## config.mk

```make
export PLATFORM = sky130hd
export DESIGN_NAME = xy_bit_ram
export DESIGN_NICKNAME = d
export VERILOG_FILES = /design/src/rtl/xy_bit_ram_pkg.sv /design/src/rtl/xy_onehot_dec.sv /design/src/rtl/xy_bit_ram_ctrl.sv /design/src/rtl/xy_bit_ram_dp.sv /design/src/rtl/xy_bit_ram.sv
export SDC_FILE = /design/constraint.sdc
export NUM_CORES = 1
export LEC_CHECK = 0
export ABC_AREA = 0
export BUFFER_PORTS_ARGS = -buffer_cell sky130_fd_sc_hd__buf_2
export CAP_MARGIN = 20
export CORE_MARGIN = 5
export CORE_UTILIZATION = 55
export CTS_BUF_LIST = sky130_fd_sc_hd__clkbuf_4
export CTS_CLUSTER_SIZE = 14
export DETAILED_ROUTE_END_ITERATION = 7
export PLACE_DENSITY = 0.91
export SYNTH_ARGS = -nofsm -noshare
export SYNTH_HDL_FRONTEND = slang
export SYNTH_SLANG_ARGS = --single-unit
```

## constraint.sdc

```tcl
create_clock -name clk -period 2.3 [get_ports clk]
set_input_delay 0.115 -clock clk [delete_from_list [all_inputs] [get_ports clk]]
set_output_delay 0.115 -clock clk [all_outputs]
set_load 0.02 [all_outputs]
```

## src/rtl/xy_bit_ram_pkg.sv

```systemverilog
package xy_bit_ram_pkg;

  typedef struct packed {
    logic writeStb;
    logic readStb;
  } ramStrobe_t;

endpackage

```

## src/rtl/xy_onehot_dec.sv

```systemverilog
module xy_onehot_dec #(
  parameter int IN_W = 2,
  localparam int OUT_N = 1 << IN_W
) (
  input  logic [IN_W-1:0]  sel,
  output logic [OUT_N-1:0] hot
);

  for (genvar k = 0; k < OUT_N; k++) begin : g_line
    assign hot[k] = (sel == IN_W'(k));
  end

endmodule

```

## src/rtl/xy_bit_ram_ctrl.sv

```systemverilog
module xy_bit_ram_ctrl
  import xy_bit_ram_pkg::*;
(
  input  logic       chipSelN,
  input  logic       readSel,
  output ramStrobe_t strobe
);

  always_comb begin
    strobe = '0;
    if (!chipSelN) begin
      strobe.writeStb = !readSel;
      strobe.readStb  = readSel;
    end
  end

endmodule

```

## src/rtl/xy_bit_ram_dp.sv

```systemverilog
module xy_bit_ram_dp
  import xy_bit_ram_pkg::*;
#(
  parameter int ROW_BITS = 2,
  parameter int COL_BITS = 2,
  localparam int ADDR_W = ROW_BITS + COL_BITS,
  localparam int ROWS = 1 << ROW_BITS,
  localparam int COLS = 1 << COL_BITS
) (
  input  logic              clk,
  input  logic              rstN,
  input  ramStrobe_t        strobe,
  input  logic [ADDR_W-1:0] addr,
  input  logic              dataIn,
  output logic              dataOut,
  output logic              dataOutN,
  output logic              trueEn,
  output logic              compEn,
  output logic [ROWS-1:0]   rowHot,
  output logic [COLS-1:0]   colHot
);

  logic [ROWS-1:0][COLS-1:0] cellBit;
  logic [ROWS-1:0][COLS-1:0] cellHit;
  logic                      readBit;

  xy_onehot_dec #(.IN_W(ROW_BITS)) rowDec (
    .sel(addr[ROW_BITS-1:0]),
    .hot(rowHot)
  );

  xy_onehot_dec #(.IN_W(COL_BITS)) colDec (
    .sel(addr[ADDR_W-1:ROW_BITS]),
    .hot(colHot)
  );

  for (genvar r = 0; r < ROWS; r++) begin : g_row
    for (genvar c = 0; c < COLS; c++) begin : g_col
      always_ff @(posedge clk or negedge rstN) begin
        if (!rstN)
          cellBit[r][c] <= 1'b0;
        else if (strobe.writeStb && rowHot[r] && colHot[c])
          cellBit[r][c] <= dataIn;
      end
      assign cellHit[r][c] = rowHot[r] & colHot[c] & cellBit[r][c];
    end
  end

  assign readBit  = |cellHit;
  assign trueEn   = strobe.readStb;
  assign compEn   = strobe.readStb;
  assign dataOut  = strobe.readStb & readBit;
  assign dataOutN = strobe.readStb & ~readBit;

endmodule

```

## src/rtl/xy_bit_ram.sv

```systemverilog
module xy_bit_ram
  import xy_bit_ram_pkg::*;
#(
  parameter int ROW_BITS = 2,
  parameter int COL_BITS = 2,
  localparam int ADDR_W = ROW_BITS + COL_BITS,
  localparam int ROWS = 1 << ROW_BITS,
  localparam int COLS = 1 << COL_BITS
) (
  input  logic              clk,
  input  logic              rstN,
  input  logic              chipSelN,
  input  logic              readSel,
  input  logic [ADDR_W-1:0] addr,
  input  logic              dataIn,
  output logic              dataOut,
  output logic              dataOutN,
  output logic              trueEn,
  output logic              compEn,
  output logic [ROWS-1:0]   rowHot,
  output logic [COLS-1:0]   colHot
);

  ramStrobe_t strobe;

  xy_bit_ram_ctrl ctrl (
    .chipSelN(chipSelN),
    .readSel (readSel),
    .strobe  (strobe)
  );

  xy_bit_ram_dp #(.ROW_BITS(ROW_BITS), .COL_BITS(COL_BITS)) dp (
    .clk     (clk),
    .rstN    (rstN),
    .strobe  (strobe),
    .addr    (addr),
    .dataIn  (dataIn),
    .dataOut (dataOut),
    .dataOutN(dataOutN),
    .trueEn  (trueEn),
    .compEn  (compEn),
    .rowHot  (rowHot),
    .colHot  (colHot)
  );

endmodule

```

== After elaboration in Yosys (flattened, before gate mapping) ==
Index checks and enable logic that the tools add are counted.
Operators by class
  add/subtract/negate cells: 0
  reductions and logical operators: 24
  bitwise logic cells: 35
  equal/unequal tests: 6
  shift-type cells: 0
  multiply operators: 0
  magnitude comparators: 0
  div/mod/pow operators: 0
  multiplexer cells: 1
Operators with widths (count)
  $and 1x1->1: 34
  $logic_and 1x1->1: 20
  $reduce_or 16->1: 1
  $eq 2x2->1 const B: 4
  $eq 2x1->1 const B: 2
  $logic_not 2->1: 2
  $mux 2: 1
  $logic_not 1->1: 1
  $not 1->1: 1
Word-level totals
  bits of input ports: 9
  word-level logic and storage cells: 82
  memories kept: 0
  memory bits (writable): 0
  bits in read-only memories: 0
  output and inout bits: 12
  bits in registers: 16
  latch bits: 0

== Logic depth before layout (Yosys ltp) ==
Gate-level depths: netlist of run 1.
  depth in word-level cells: 6
  gate-level depth with buffers: 4
  mapped depth without buffers: 3

== Cells and area by module ==
Synthesis of run 1 repeated with hierarchy kept, for this count alone.
Unflattened totals
  cells, all modules: 82
  area, all modules: 920.9 µm²
Modules (own cells, without submodules)
  xy_bit_ram_dp: cells each 72, instances 1, area an instance 850.8 µm², seq. area each 400.4 µm²
  xy_onehot_dec: cells each 4, instances 2, area an instance 26.3 µm², seq. area each 0.0 µm²
  xy_bit_ram_ctrl: cells each 2, instances 1, area an instance 17.5 µm², seq. area each 0.0 µm²

== Least setup slack after synthesis of run 1 ==
No wires, ideal clock.
  path type: register to output
  from: register dp.cellBit[6] in the netlist's numbering
  to: output dataOutN
  path slack: 0.541 ns
  required time: 2.185 ns
  path buffers: 0
  data arrival time: 1.644 ns
  cell stages (with the launch flop): 4
  cell sequence: dfrtp_1 -> mux4_1 -> mux4_2 -> nor3b_2
On the way
  cells in the longest elaborated chain, start to end: 4
RTL lines
  from (decl): line xy_bit_ram_dp.sv:23  | logic [ROWS-1:0][COLS-1:0] cellBit;
  from (signal, indexed assignment): line xy_bit_ram_dp.sv:43  | cellBit[r][c] <= dataIn;
  $and 1x1->1: line xy_bit_ram_dp.sv:45  | assign cellHit[r][c] = rowHot[r] & colHot[c] & cellBit[r][c];
  $reduce_or 16->1: line xy_bit_ram_dp.sv:49  | assign readBit = |cellHit;
  $not 1->1: line xy_bit_ram_dp.sv:53  | assign dataOutN = strobe.readStb & ~readBit;
  $and 1x1->1: line xy_bit_ram_dp.sv:53
  to (decl): line xy_bit_ram.sv:17  | output logic dataOutN,
Every way passes these cells.

== Final worst setup path of run 1 ==
  from: register dp.cellBit[3] in the netlist's numbering
  to: output dataOutN
The elaborated chain is that of the path after synthesis.

==> impl_metrics.xml, run 1 <==
<?xml version="1.0" encoding="UTF-8"?>
<metrics>
  <group name="detailed_routing">
    <metric name="dr.first_iter.drc_count" unit="">10</metric>
    <metric name="avgViaCountPerCell" unit="">5.75</metric>
    <metric name="detail_route.wirelength" unit="um">1810</metric>
    <metric name="first_pass_iters" unit="">3</metric>
    <metric name="routed-via-count" unit="">632</metric>
    <metric name="routed_wire_length_per_instance" unit="um">16.4</metric>
    <metric name="drc" unit="">0</metric>
    <metric name="drt.antenna.violating_nets" unit="">0</metric>
  </group>
  <group name="placed_design">
    <metric name="placed_cell_count" unit="">105</metric>
    <metric name="hpwl" unit="um">1280</metric>
    <metric name="gp_routability_congestion" unit="">0.759</metric>
    <metric name="portBuffers" unit="">20</metric>
  </group>
  <group name="final_layout">
    <metric name="largest_register_ffs" unit="">16</metric>
    <metric name="nets" unit="">104</metric>
    <metric name="final_cell_count_without_fillers" unit="">110</metric>
    <metric name="area_growth_syn_to_layout" unit="%">14.7</metric>
    <metric name="antennaDiodeCount" unit="">0</metric>
    <metric name="largest_registers" unit="">dp.cellBit x16</metric>
    <metric name="drive_above_1_share" unit="%">47.9</metric>
    <metric name="fillers" unit="">113</metric>
    <metric name="max_flop_register" unit="">dp.cellBit</metric>
  </group>
  <group name="sta">
    <metric name="clock_skew" unit="ps">0</metric>
    <metric name="max_freq" unit="GHz">0.475</metric>
    <metric name="relSlewSlack" unit="%">47.9</metric>
    <metric name="layout_worst_path_cycle_share" unit="%">91.6</metric>
    <metric name="timing.final.hold_violations" unit="">0</metric>
    <metric name="timing_worst_slew_pin_value" unit="ps">771</metric>
    <metric name="finalSetupViolCount" unit="">0</metric>
    <metric name="totalNegativeSetupSlack" unit="ps">0</metric>
    <metric name="grt_setup_unrepaired" unit="">no</metric>
    <metric name="timing.final.crit_period" unit="ps">2110</metric>
    <metric name="report.final.slew_viol_count" unit="">0</metric>
    <metric name="timing.hold.ws" unit="ps">242</metric>
  </group>
  <group name="die">
    <metric name="fp.dieH" unit="um">50.4</metric>
    <metric name="boundary_pins" unit="">21</metric>
    <metric name="total_die_area" unit="um^2">2540</metric>
    <metric name="initial_utilization" unit="%">59.0</metric>
    <metric name="chipWidth" unit="um">50.4</metric>
    <metric name="row_count" unit="">14</metric>
    <metric name="core-area" unit="um^2">1520</metric>
  </group>
  <group name="grt">
    <metric name="grt_usage" unit="%">17.3</metric>
    <metric name="gr-total-overflow" unit="">0</metric>
    <metric name="groute.layer.met1.usage" unit="%">21.7</metric>
    <metric name="grt_start_max_net_pins" unit="">17</metric>
    <metric name="grt_use_met2" unit="%">26.2</metric>
    <metric name="met3_usage_grt" unit="%">6.80</metric>
    <metric name="first_pass_grt_wire_length" unit="um">3320</metric>
    <metric name="gr-max-usage-layer" unit="">met2</metric>
    <metric name="grt_pass1_vias" unit="">715</metric>
    <metric name="antenna_violations_before_repair" unit="">0</metric>
  </group>
  <group name="critical_path">
    <metric name="worstSetupStartpointType" unit="">flop</metric>
    <metric name="crit_buf_inv" unit="">1</metric>
    <metric name="regToRegSetupSlack" unit="ps">1530</metric>
    <metric name="cpMaxStageDelayCell" unit="">sky130_fd_sc_hd__mux4_2</metric>
    <metric name="worst_path_largest_cell_delay" unit="ps">500</metric>
    <metric name="critical_path_start_end_classification" unit="">reg -&gt; out</metric>
    <metric name="path_delay_family" unit="">multiplexers</metric>
    <metric name="cp.required" unit="ps">2180</metric>
    <metric name="critical_path_peak_fanout" unit="">2</metric>
    <metric name="worst-endpoint-arrival" unit="ps">1990</metric>
    <metric name="element_type_at_the_critical_path_end" unit="">output port</metric>
    <metric name="timing.critical_path.mode_cell" unit="">sky130_fd_sc_hd__mux4_2</metric>
    <metric name="crit_chain" unit="">mux4_2, mux4_2, nor3b_2, buf_2</metric>
  </group>
  <group name="power_and_ir_drop">
    <metric name="power.static_leakage" unit="nW">0.484</metric>
    <metric name="powerDensity" unit="nW/um^2">663</metric>
    <metric name="total_power" unit="uW">684</metric>
    <metric name="vdd.ir_drop.worst" unit="V">0.000371</metric>
  </group>
  <group name="clock_tree">
    <metric name="cts.reportedPaths.clkPinSlew" unit="ps">100</metric>
    <metric name="clock_tree.htree_level_count" unit="">1</metric>
    <metric name="tritoncts" unit="">done</metric>
    <metric name="cts_resized" unit="">0</metric>
    <metric name="clock_path_buffers" unit="">2</metric>
    <metric name="clock-root-buffer" unit="">sky130_fd_sc_hd__clkbuf_4</metric>
    <metric name="cts_made_buffers" unit="">3</metric>
    <metric name="clock_latency_at_the_later_pin_of_the_worst_skew_pair" unit="ps">300</metric>
    <metric name="clock_sinks" unit="">16</metric>
  </group>
  <group name="synth">
    <metric name="yosys_register_bits" unit="">16</metric>
    <metric name="synth.largest_area_cell" unit="">sky130_fd_sc_hd__dfrtp_1</metric>
    <metric name="yosysWarningCount" unit="">0</metric>
    <metric name="synth_async_reset_ratio" unit="%">100</metric>
    <metric name="proportion_of_netlist_area_held_by_the_largest_area_contributor" unit="%">44.5</metric>
    <metric name="postSynthAreaPerCell" unit="um^2">12.3</metric>
    <metric name="synth_sequential_area_ratio" unit="%">44.5</metric>
    <metric name="synth_edf_count" unit="">0</metric>
    <metric name="syn_inst" unit="">73</metric>
    <metric name="synth_top_flop_cell" unit="">sky130_fd_sc_hd__dfrtp_1</metric>
    <metric name="synth.top_cells.by_count" unit="">16 x sky130_fd_sc_hd__dfrtp_1, 16 x sky130_fd_sc_hd__mux2_2, 16 x sky130_fd_sc_hd__nand2_1, 4 x sky130_fd_sc_hd__nor2b_1, 3 x sky130_fd_sc_hd__mux4_2</metric>
    <metric name="netlist_area" unit="um^2">900</metric>
    <metric name="yosys-top-cells-area" unit="">sky130_fd_sc_hd__dfrtp_1 45%, sky130_fd_sc_hd__mux2_2 20%, sky130_fd_sc_hd__mux4_2 7.5%</metric>
    <metric name="syn-num-nets" unit="">82</metric>
    <metric name="synth_cell_type_count" unit="">18</metric>
  </group>
  <group name="job">
    <metric name="maxCapViolations" unit="">0</metric>
  </group>
  <group name="worst_hold_path">
    <metric name="worst_hold_path_type" unit="">in -&gt; async</metric>
  </group>
  <group name="status">
    <metric name="run_status" unit="">finished, final reports clean</metric>
  </group>
</metrics>
[through the flow]
step / utilization (%) / worst slack [ps] / instance area (um^2)
floorplan: - / 541 / 900
global placement: 65.4 / 469 / 996
detailed placement: 65.4 / 442 / 996
CTS: 67.7 / 181 / 1030
global route: 67.7 / 44.3 / 1030
finish: 67.7 / 194 / 1030
[cell families after synthesis]
group | Yosys count | synth area share [%]
buffers and inverters | 5 | 3.48
flip-flops | 16 | 44.5
multiplexers | 21 | 33.4
AND/OR/NAND/NOR | 31 | 18.6
[routing by layer]
layer | up-vias | routed length, um
li1 | 299 | -
met1 | 312 | 793
met2 | 17 | 867
met3 | 4 | 127
met4 | 0 | 17
met5 | - | 0
[final cells by class]
type / count / area [um^2] / share of cell area [%]
tap: 16 / 20.0 / 1.94
clock buffer: 3 / 22.5 / 2.18
clock inverter: 1 / 3.75 / 0.364
multi-input combinational: 52 / 468 / 45.3
sequential: 16 / 400 / 38.8
timing repair buffer: 22 / 118 / 11.4
[cells in the final DEF (no fill, tap or decap)]
cell type and n:
sky130_fd_sc_hd__mux4_1 2, sky130_fd_sc_hd__and4bb_2 1, sky130_fd_sc_hd__dfrtp_1 16, sky130_fd_sc_hd__nor3b_2 1, sky130_fd_sc_hd__clkinv_1 1, sky130_fd_sc_hd__mux4_2 3
sky130_fd_sc_hd__and2_1 2, sky130_fd_sc_hd__nor2b_1 4, sky130_fd_sc_hd__and2b_1 1, sky130_fd_sc_hd__buf_2 20, sky130_fd_sc_hd__nand2_1 16, sky130_fd_sc_hd__nor2_1 2
sky130_fd_sc_hd__nor4_1 1, sky130_fd_sc_hd__nor4b_1 2, sky130_fd_sc_hd__dlygate4sd3_1 1, sky130_fd_sc_hd__clkbuf_4 3, sky130_fd_sc_hd__mux2_2 16, sky130_fd_sc_hd__buf_4 1
sky130_fd_sc_hd__and2_0 1
[path summary, 6_finish.rpt]
check / depth (start not counted) / end / from
worst max-delay path: 4 / dataOutN / dp.cellBit[3]
worst min-delay path: 2 / dp.cellBit[12] / rstN
worst max register to register: 1 / dp.cellBit[3] / dp.cellBit[3]
worst min register to register: 1 / dp.cellBit[2] / dp.cellBit[2]
max in group asynchronous: 2 / dp.cellBit[13] / rstN
min in group clk: 2 / dp.cellBit[12] / dataIn
[power by group]
group / leakage (nW) / switching [mW] / total (mW) / internal [mW]
combinational: 0.264 / 0.0717 / 0.165 / 0.0932
clock: 0.0154 / 0.0935 / 0.157 / 0.0632
sequential: 0.205 / 0.0268 / 0.362 / 0.336
[timing repair]
| item | CTS | global route |
|---|---|---|
| endpoints found under the hold margin | 16 | 0 |
| buffers inserted | 0 | 0 |
| hold buffers | 1 | 0 |
No activity file was read; power rests on OpenSTA's default activity.
==> inputs of run 2 (changes only) <==
- MAX_ROUTING_LAYER: default -> met4
==> run 2 against run 1 <==
  * Final area unchanged
  * Final cell count unchanged
  * Register-to-register slack about the same
  * Critical endpoint unchanged
  * Largest power group unchanged
==> impl_metrics.xml, run 2 (synthesized netlist as in run 1, its figures left out) <==
<?xml version="1.0" encoding="UTF-8"?>
<metrics>
  <group name="grt">
    <metric name="grt_pass1_vias" unit="">717</metric>
    <metric name="gr-max-usage-layer" unit="">met2</metric>
    <metric name="groute.layer.met1.usage" unit="%">22.1</metric>
    <metric name="grt_usage" unit="%">17.8</metric>
    <metric name="antenna_violations_before_repair" unit="">0</metric>
    <metric name="gr-total-overflow" unit="">0</metric>
    <metric name="first_pass_grt_wire_length" unit="um">3330</metric>
    <metric name="met3_usage_grt" unit="%">6.51</metric>
    <metric name="grt_use_met2" unit="%">26.0</metric>
    <metric name="grt_start_max_net_pins" unit="">17</metric>
  </group>
  <group name="critical_path">
    <metric name="critical_path_start_end_classification" unit="">reg -&gt; out</metric>
    <metric name="cp.required" unit="ps">2180</metric>
    <metric name="regToRegSetupSlack" unit="ps">1530</metric>
    <metric name="timing.rr.end" unit="">dp.cellBit[3]</metric>
    <metric name="worst_r2r_path_depth" unit="">1</metric>
    <metric name="critical_path_peak_fanout" unit="">2</metric>
    <metric name="timing.rr.start" unit="">dp.cellBit[3]</metric>
    <metric name="worstSetupStartpointType" unit="">flop</metric>
    <metric name="endpoint" unit="">dataOutN</metric>
    <metric name="worstSetupStartpoint" unit="">dp.cellBit[15]</metric>
    <metric name="worst-endpoint-arrival" unit="ps">2000</metric>
    <metric name="element_type_at_the_critical_path_end" unit="">output port</metric>
  </group>
  <group name="final_layout">
    <metric name="design_area" unit="um^2">1030</metric>
    <metric name="drive_above_1_share" unit="%">47.9</metric>
    <metric name="nets" unit="">104</metric>
    <metric name="largest_registers" unit="">dp.cellBit x16</metric>
    <metric name="mostFrequentLayoutCell" unit="">sky130_fd_sc_hd__buf_2</metric>
    <metric name="largest_register_ffs" unit="">16</metric>
    <metric name="area_growth_syn_to_layout" unit="%">14.7</metric>
    <metric name="fillers" unit="">113</metric>
    <metric name="final_design_utilization" unit="%">67.7</metric>
    <metric name="most-common-layout-cells" unit="">20 x sky130_fd_sc_hd__buf_2, 16 x sky130_fd_sc_hd__nand2_1, 16 x sky130_fd_sc_hd__mux2_2, 16 x sky130_fd_sc_hd__dfrtp_1, 4 x sky130_fd_sc_hd__nor2b_1</metric>
    <metric name="antennaDiodeCount" unit="">0</metric>
    <metric name="max_flop_register" unit="">dp.cellBit</metric>
    <metric name="final_cell_count_without_fillers" unit="">110</metric>
  </group>
  <group name="clock_tree">
    <metric name="clock_sinks" unit="">16</metric>
    <metric name="cts_post_setup_buffers_inserted" unit="">0</metric>
    <metric name="clock_tree.htree_level_count" unit="">1</metric>
    <metric name="tritoncts" unit="">done</metric>
    <metric name="cts_made_buffers" unit="">3</metric>
    <metric name="cts.reportedPaths.clkPinSlew" unit="ps">100</metric>
    <metric name="cts_resized" unit="">0</metric>
    <metric name="clock_path_buffers" unit="">2</metric>
    <metric name="clock_latency_at_the_later_pin_of_the_worst_skew_pair" unit="ps">300</metric>
    <metric name="clock-root-buffer" unit="">sky130_fd_sc_hd__clkbuf_4</metric>
  </group>
  <group name="power_and_ir_drop">
    <metric name="powerDensity" unit="nW/um^2">665</metric>
    <metric name="total_power" unit="uW">687</metric>
    <metric name="vdd.ir_drop.worst" unit="V">0.000371</metric>
    <metric name="power.static_leakage" unit="nW">0.484</metric>
  </group>
  <group name="sta">
    <metric name="layout_worst_path_cycle_share" unit="%">92.0</metric>
    <metric name="report.final.slew_viol_count" unit="">0</metric>
    <metric name="max_freq" unit="GHz">0.473</metric>
    <metric name="timing_worst_slew_pin_value" unit="ps">761</metric>
    <metric name="grt_setup_unrepaired" unit="">no</metric>
    <metric name="totalNegativeSetupSlack" unit="ps">0</metric>
    <metric name="timing.final.hold_violations" unit="">0</metric>
    <metric name="timing.final.crit_period" unit="ps">2120</metric>
    <metric name="relSlewSlack" unit="%">48.5</metric>
    <metric name="clock_skew" unit="ps">0</metric>
    <metric name="setup_ws" unit="ps">185</metric>
    <metric name="finalSetupViolCount" unit="">0</metric>
    <metric name="timing.hold.ws" unit="ps">240</metric>
  </group>
  <group name="placed_design">
    <metric name="post_dp_cell_area" unit="um^2">996</metric>
    <metric name="placed_cell_count" unit="">105</metric>
    <metric name="detailedPlace.worstSlack" unit="ps">442</metric>
    <metric name="gp_routability_congestion" unit="">0.769</metric>
    <metric name="hpwl" unit="um">1280</metric>
    <metric name="portBuffers" unit="">20</metric>
  </group>
  <group name="die">
    <metric name="chipWidth" unit="um">50.4</metric>
    <metric name="core-area" unit="um^2">1520</metric>
    <metric name="initial_utilization" unit="%">59.0</metric>
    <metric name="row_count" unit="">14</metric>
    <metric name="fp.dieH" unit="um">50.4</metric>
    <metric name="total_die_area" unit="um^2">2540</metric>
    <metric name="boundary_pins" unit="">21</metric>
  </group>
  <group name="detailed_routing">
    <metric name="dr.first_iter.drc_count" unit="">5</metric>
    <metric name="drt.antenna.violating_nets" unit="">0</metric>
    <metric name="first_pass_iters" unit="">4</metric>
    <metric name="avgViaCountPerCell" unit="">5.78</metric>
    <metric name="routed_wire_length_per_instance" unit="um">16.5</metric>
    <metric name="detail_route.wirelength" unit="um">1820</metric>
    <metric name="drc" unit="">0</metric>
    <metric name="routed-via-count" unit="">636</metric>
  </group>
  <group name="worst_hold_path">
    <metric name="worst_hold_path_type" unit="">in -&gt; async</metric>
  </group>
  <group name="status">
    <metric name="run_status" unit="">finished, final reports clean</metric>
  </group>
  <group name="job">
    <metric name="maxCapViolations" unit="">0</metric>
  </group>
</metrics>
==> run 2: area by class of cell <==
type	instances	area [um^2]	area share (%)
Sequential cell	16	400	38.8
Clock inverter	1	3.75	0.364
Tap cell	16	20.0	1.94
Timing Repair Buffer	22	118	11.4
Multi-Input combinational cell	52	468	45.3
Clock buffer	3	22.5	2.18
==> run 2: routing by layer <==
| metal | part of all wire, % | vias to the layer above |
|---|---|---|
| met5 | 0 | - |
| met2 | 46 | 21 |
| li1 | - | 301 |
| met3 | 7.9 | 6 |
| met4 | 1.2 | 0 |
| met1 | 44 | 308 |
==> run 2: critical path, cell delays in order, from the launching register on <==
cell and delay (ps):
sky130_fd_sc_hd__dfrtp_1 390, sky130_fd_sc_hd__mux4_2 470, sky130_fd_sc_hd__mux4_2 500, sky130_fd_sc_hd__nor3b_2 150
sky130_fd_sc_hd__buf_2 180
==> run 2: worst min path at each step <==
stage | start | end | cells after the start
final | rstN | dp.cellBit[12] | 2
after detailed placement | rstN | dp.cellBit[6] | 1
after global placement | rstN | dp.cellBit[14] | 1
after global routing | rstN | dp.cellBit[4] | 2
after CTS | rstN | dp.cellBit[12] | 2
after floorplan | rstN | dp.cellBit[0] | 0
==> run 2: where the power goes <==
part | total [mW] | switching, mW | internal (mW)
logic | 0.165 | 0.0716 | 0.0932
registers | 0.363 | 0.0273 | 0.336
clock network | 0.159 | 0.0959 | 0.0632
total | 0.687 | 0.195 | 0.492
==> run 2: repair_timing <==
item	CTS	global route
endpoints found under the setup margin	0	0
hold endpoints to repair	16	0
hold buffers	1	0
